## src/rtl/aln_pkg.sv

```systemverilog
package aln_pkg;
  localparam int LO_W    = 3;
  localparam int CLS_W   = 3;
  localparam int CAUSE_W = 3;
  localparam int NCOND   = 5;

  typedef enum logic [CLS_W-1:0] {
    AC_INT    = 3'd0,
    AC_FP     = 3'd1,
    AC_MULTI  = 3'd2,
    AC_RSV    = 3'd3,
    AC_CSTORE = 3'd4,
    AC_STRING = 3'd5,
    AC_BZERO  = 3'd6,
    AC_UNUSED = 3'd7
  } acc_cls_e;

  // condition bit index i reports cause i+1; lower index wins
  localparam int CB_BZERO  = 0;
  localparam int CB_LEMULT = 1;
  localparam int CB_LEMIS  = 2;
  localparam int CB_FPWORD = 3;
  localparam int CB_WORD   = 4;

  function automatic logic size_misaligned(input logic [LO_W-1:0] lo,
                                           input logic [1:0] sz);
    logic [LO_W-1:0] mask;
    mask = LO_W'((4'd1 << sz) - 4'd1);
    return |(lo & mask);
  endfunction

  function automatic logic word_misaligned(input logic [LO_W-1:0] lo);
    return |lo[1:0];
  endfunction
endpackage

```

## src/rtl/aln_cond.sv

```systemverilog
module aln_cond
  import aln_pkg::*;
#(
  parameter bit HAS_FP = 1'b1
) (
  input  logic [CLS_W-1:0] cls_i,
  input  logic [LO_W-1:0]  lo_i,
  input  logic [1:0]       size_i,
  input  logic             le_i,
  input  logic             wt_i,
  input  logic             ci_i,
  output logic [NCOND-1:0] cond_o
);
  acc_cls_e cls;
  logic     fp_kill;
  logic     is_fp, is_multi, is_sync, is_str, is_bz;
  logic     mis_sz, mis_wd;

  assign cls = acc_cls_e'(cls_i);

  generate
    if (HAS_FP) begin : g_fp
      assign fp_kill = 1'b0;
    end else begin : g_nofp
      assign fp_kill = (cls == AC_FP);
    end
  endgenerate

  assign is_fp    = (cls == AC_FP);
  assign is_multi = (cls == AC_MULTI);
  assign is_sync  = (cls == AC_MULTI) || (cls == AC_RSV) || (cls == AC_CSTORE);
  assign is_str   = (cls == AC_STRING);
  assign is_bz    = (cls == AC_BZERO);
  assign mis_sz   = size_misaligned(lo_i, size_i);
  assign mis_wd   = word_misaligned(lo_i);

  always_comb begin
    cond_o             = '0;
    cond_o[CB_BZERO]   = is_bz && (wt_i || ci_i);
    cond_o[CB_LEMULT]  = le_i && (is_multi || is_str);
    cond_o[CB_LEMIS]   = le_i && mis_sz;
    cond_o[CB_FPWORD]  = is_fp && mis_wd;
    cond_o[CB_WORD]    = is_sync && mis_wd;
    if (fp_kill) cond_o = '0;
  end
endmodule

```

## src/rtl/aln_prio.sv

```systemverilog
module aln_prio
  import aln_pkg::*;
(
  input  logic [NCOND-1:0]   cond_i,
  output logic               any_o,
  output logic [CAUSE_W-1:0] cause_o
);
  always_comb begin
    cause_o = '0;
    for (int i = NCOND - 1; i >= 0; i--) begin
      if (cond_i[i]) cause_o = CAUSE_W'(i + 1);
    end
  end
  assign any_o = |cond_i;
endmodule

```

## src/rtl/aln_detect.sv

```systemverilog
module aln_detect
  import aln_pkg::*;
#(
  parameter bit                HAS_FP     = 1'b1,
  parameter int                VEC_W      = 20,
  parameter logic [VEC_W-1:0]  VEC_OFFSET = 20'h00600
) (
  input  logic               clk_i,
  input  logic               rst_ni,
  input  logic               valid_i,
  input  logic [CLS_W-1:0]   cls_i,
  input  logic [LO_W-1:0]    addr_lo_i,
  input  logic [1:0]         size_i,
  input  logic               le_i,
  input  logic               wt_i,
  input  logic               ci_i,
  output logic               exc_o,
  output logic [VEC_W-1:0]   vec_o,
  output logic [CAUSE_W-1:0] cause_o
);
  logic [NCOND-1:0]   cond_w;
  logic               hit_w;
  logic [CAUSE_W-1:0] cause_w;
  logic               exc_q;
  logic [CAUSE_W-1:0] cause_q;

  aln_cond #(.HAS_FP(HAS_FP)) u_cond (
    .cls_i  (cls_i),
    .lo_i   (addr_lo_i),
    .size_i (size_i),
    .le_i   (le_i),
    .wt_i   (wt_i),
    .ci_i   (ci_i),
    .cond_o (cond_w)
  );

  aln_prio u_prio (
    .cond_i  (cond_w),
    .any_o   (hit_w),
    .cause_o (cause_w)
  );

  always_ff @(posedge clk_i) begin
    if (!rst_ni) begin
      exc_q   <= 1'b0;
      cause_q <= '0;
    end else begin
      exc_q   <= valid_i && hit_w;
      cause_q <= (valid_i && hit_w) ? cause_w : '0;
    end
  end

  assign exc_o   = exc_q;
  assign cause_o = cause_q;
  assign vec_o   = VEC_OFFSET;
endmodule

```

## config.mk

```make
export PLATFORM = sky130hd
export DESIGN_NAME = aln_detect
export DESIGN_NICKNAME = d
export VERILOG_FILES = /design/src/rtl/aln_pkg.sv /design/src/rtl/aln_cond.sv /design/src/rtl/aln_prio.sv /design/src/rtl/aln_detect.sv
export SDC_FILE = /design/constraint.sdc
export NUM_CORES = 1
export LEC_CHECK = 0
export ABC_AREA = 1
export BUFFER_PORTS_ARGS = -buffer_cell sky130_fd_sc_hd__buf_4
export CAP_MARGIN = 0
export CORE_AREA = 3 3 40 42
export CTS_CLUSTER_SIZE = 12
export DETAILED_ROUTE_END_ITERATION = 10
export DIE_AREA = 0 0 43 45
export PLACE_DENSITY = 0.69
export SLEW_MARGIN = 20
export SYNTH_ARGS = -nofsm -noshare
export SYNTH_HDL_FRONTEND = slang
export SYNTH_HIERARCHICAL = 1
export SYNTH_SLANG_ARGS = --single-unit
```

## constraint.sdc

```tcl
create_clock -name clk_i -period 1.2 [get_ports clk_i]
set_clock_uncertainty 0.15 [all_clocks]
set_input_delay 0.18 -clock clk_i [delete_from_list [all_inputs] [get_ports clk_i]]
set_output_delay 0.18 -clock clk_i [all_outputs]
set_load 0.01 [all_outputs]
```

* After elaboration in Yosys (flattened, before gate mapping)
Cells that the tools add are included.
** Operators by class
- Muxes and demuxes :: 5
- Equal/unequal tests :: 6
- $add $sub $neg :: 1
- Reduce and logical (&&, ||, !) cells :: 16
- Bitwise gates (word level) :: 3
- Shifts and indexed selects :: 1
** Operators with widths (count)
- OR reduction 5 bit :: 2
- equality test 3 bit (second input constant) :: 3
- equality test 3 x 2 -> 1 bit (second input constant) :: 2
- logical AND 1 bit :: 6
- two-way mux 3 bit :: 2
- OR reduction 3 bit :: 2
- logical OR 1 bit :: 4
- two-way mux 2 bit :: 2
- AND 3 bit :: 1
- equality test 3 x 1 -> 1 bit (second input constant) :: 1
- left shift 1 x 2 -> 3 bit (first input constant) :: 1
- subtractor 3 x 1 -> 3 bit (second input constant) :: 1
- NOT 1 bit :: 2
- AND reduction 2 bit :: 1
- OR reduction 2 bit :: 1
- two-way mux 1 bit :: 1
** Word-level totals
- Flip-flop bits (word level) :: 4
- Bits of input ports :: 14

* Depth between registers and ports, before layout
- Depth in word-level cells :: 9
- Mapped depth :: 11

* Modules after synthesis
Netlist, hierarchy kept.
** Modules (own cells, without submodules)
- aln_detect :: area each 274.0 um^2, instances 1, cells each 34, seq. area each 80.1 um^2
- aln_cond :: area each 96.3 um^2, instances 1, cells each 23, seq. area each 0.0 um^2
- aln_prio :: area each 53.8 um^2, instances 1, cells each 13, seq. area each 0.0 um^2

* Worst setup path before layout
Ideal clock, no wire load.
- Kind :: input -> register
- From :: in cls_i[0]
- To :: reg cause_q[0] (netlist: cause_o[0])
- Cell stages on the path :: 8
- Data arrival time :: 0.785 ns
- Path slack :: 0.200 ns
- Cell sequence :: inv_2 > nor2_2 > nand2_1 > a21oi_1 > inv_2 > nand4_1 > nand3_2 > nor2_1
** RTL lines
- start, declared :: line aln_detect.sv:11 : input logic [CLS_W-1:0] cls_i,
- equality test 3 x 2 -> 1 bit or equality test 3 bit (tied branches) :: line aln_cond.sv:30, aln_cond.sv:32
- logical OR 1 bit * :: line aln_cond.sv:40 : cond_o[CB_LEMULT] = le_i && (is_multi || is_str);
- logical AND 1 bit * :: line aln_cond.sv:40
- via cond_w[1] :: line aln_detect.sv:21 : logic [NCOND-1:0] cond_w;
- OR reduction 5 bit * :: line aln_prio.sv:14 : assign any_o = |cond_i;
- via hit_w :: line aln_detect.sv:22 : logic hit_w;
- logical AND 1 bit * :: line aln_detect.sv:49 : cause_q <= (valid_i && hit_w) ? cause_w : '0;
- AND reduction 2 bit (no source line) *
- end signal, assigned :: line aln_detect.sv:49
- end, declared :: line aln_detect.sv:25 : logic [CAUSE_W-1:0] cause_q;
The timed path passes the listed nets; every way through them passes the cells marked *.
A chain may end at the register's enable or synchronous reset.

* Final worst setup path
- From :: in cls_i[1]
- To :: reg cause_q[2] (netlist: cause_o[2])
** RTL lines (line)
- equality test 3 x 2 -> 1 bit or equality test 3 bit (tied branches) :: aln_cond.sv:30, aln_cond.sv:32
- logical OR 1 bit * :: aln_cond.sv:40
- logical AND 1 bit * :: aln_cond.sv:40
- via cond_w[1] :: aln_detect.sv:21
- OR reduction 5 bit * :: aln_prio.sv:14
- via hit_w :: aln_detect.sv:22
- logical AND 1 bit * :: aln_detect.sv:49
- NOT 1 bit (no source line) *
- OR reduction 5 bit (no source line) *
Marked as above.

==> impl_metrics.yaml <==
status:
  run_status: "completed"
setup_path:
  crit_path_top_delay_cell: "a21oi_1"
  cp.depth: 8
  cp_max_fo: 5
  critPathBufInv: 2
  critical_path_class: "input pin to register"
  critPathMaxStageDelay_ps: 150
  arrival_ps: 1020
  cpLargestDelayFamily: "simple AND/OR/NAND/NOR gates"
  cp_cell_sequence: "buf_4, nor2_2, nand2_1, a21oi_1, inv_2, nand4_1, nand3_2, nor2_1"
  required_ps: 1210
  critPathCaptureType: "register"
  startpoint_type: "input pin"
sta:
  setup_violations: 0
  hold_viol_final: 0
  fin_tns_setup_ps: 0
  fin_ws_ps: 193.8
  timing_max_transition_violations_final: 0
  rsz0062_at_grt: "no"
  period_needed_ps: 1006
  period_share_pct: 83.85
  max_freq_mhz: 993.8
  holdWs_ps: 64.87
grt:
  grt.overflow.total: 0
  grt_antenna_before_repair: 0
  grt_max_degree: 6
  grt_pass1_wl_um: 1152
  track_usage_pct: 7.980
  first_global_vias: 279
synth:
  synth_area_per_cell_um2: 6.059
  yosys-top-cells-area: "buf_4 35%, dfxtp_1 19%, nand2_1 9.7%, nor2_1 8.8%, inv_1 7.1%"
  ys_warn_count: 6
  synth_top_area_cell: "buf_4"
  netlist_instances: 70
  ys_seq_area_share_pct: 18.88
  synth.top_cell.area_share_pct: 35.40
  synth_cell_type_count: 13
  syn_area_um2: 424.2
  synth_seq_cells: 4
place:
  place.gp.congestion: 0.6596
  numPortBuffers: 17
  hpwl_um: 658.4
  place_area_um2: 488.0
  post-place-ws_ps: -51.16
cells_and_area:
  drive_gt1_share_pct: 29.55
  diodes: 0
  area.growth.synth_to_final_pct: 20.35
  layout_commonest_cell: "conb_1"
  finalNetCount: 104
  n_fill_cell: 147
  final_cell_area_um2: 510.5
  layout_common_cells: "20 x conb_1, 17 x buf_4, 11 x nand2_1"
clocking:
  cts_tree: "built"
  post-cts-setup-buffers: 0
  cts_max_level: 1
  clockBufferDepth: 2
  clock-root-buffer: "clkbuf_4"
  clock_sinks: 4
  hold_buffers: 0
  cts_buffers: 3
  post_cts_resized: 0
  clk_pin_slew_ps: 40
floorplan:
  io-pin-count: 38
  die_h_um: 45
  dieArea_um2: 1935
  initial_core_util_pct: 33.01
  rows: 13
  die_x_um: 43
  core-area_um2: 1285
pwr:
  p_per_area_nw_per_um2: 860.2
  power.total_w: 0.0004391
  p_leak_nw: 0.3102
  vdd_drop_max_v: 0.0002495
hold_path:
  worstHoldPathType: "input pin to register"
  hold_depth: 3
detailed_routing:
  vias: 374
  drc: 0
  drt_pass1_iterations: 4
  avgViaCountPerCell: 3.631
  drt_iter0_markers: 10
  detail-route-antenna-nets: 0
  wl_um: 750
  routedWlPerCell_um: 7.282
job:
  drv_cap: 0
## worst min-delay path: cells and delay by family
family                 cells  cell delay [ps]
buffers and inverters      2              140
and+or+nand+nor            1               90
## state kept, by name, summed over array words and instances (netlist names)
name     cells
cause_o      3
exc_o        1
## metrics by stage
stage | utilization, % | cells
6_report | 39.73 | 103
2_1_floorplan | - | 88
3_3_place_gp | 37.97 | 100
3_5_place_dp | 37.97 | 100
4_1_cts | 39.73 | 103
5_1_grt | 39.73 | 103
## final cells by class
class	count	area [um2]	share of cell area (%)
sequential	4	80.08	15.69
timing repair buffer	17	127.6	25.00
tap	15	18.77	3.676
clock buffer	3	22.52	4.412
multi-input combinational	52	216.5	42.40
inverter	12	45.04	8.824
## final timing paths
| path | start | endpoint | slack (ps) |
|---|---|---|---|
| worst max-delay path | cls_i[1] | cause_o[2] | 190 |
| worst min-delay path | valid_i | exc_o | 60 |
## layer usage
metal	global-route usage (%)	vias up	share of wire [%]
met2	11.98	24	47
met3	1.594	0	13
met4	7.229	0	0
li1	-	205	-
met5	0	-	0
met1	9.592	145	39
## report_power, final
part           switching, W  leakage (nW)  internal, W
registers        0.00000130        0.0326     0.000140
clock network     0.0000516        0.0138     0.000112
logic             0.0000796         0.264    0.0000552
## kinds of logic after synthesis
kind of cell | synth area share [%]
AOI/OAI and AO/OA | 5.899
DFF | 18.88
and+or+nand+nor | 27.44
other | 1.771
buffers and inverters | 46.02
## cell usage after synthesis (all sizes together)
library cell,instances
o21ai,1
dfxtp,4
buf,20
nand3,4
nand2,11
a21oi,4
inv,12
conb,2
nor2,11
nand4,1
(Power assumes the default switching activity.)
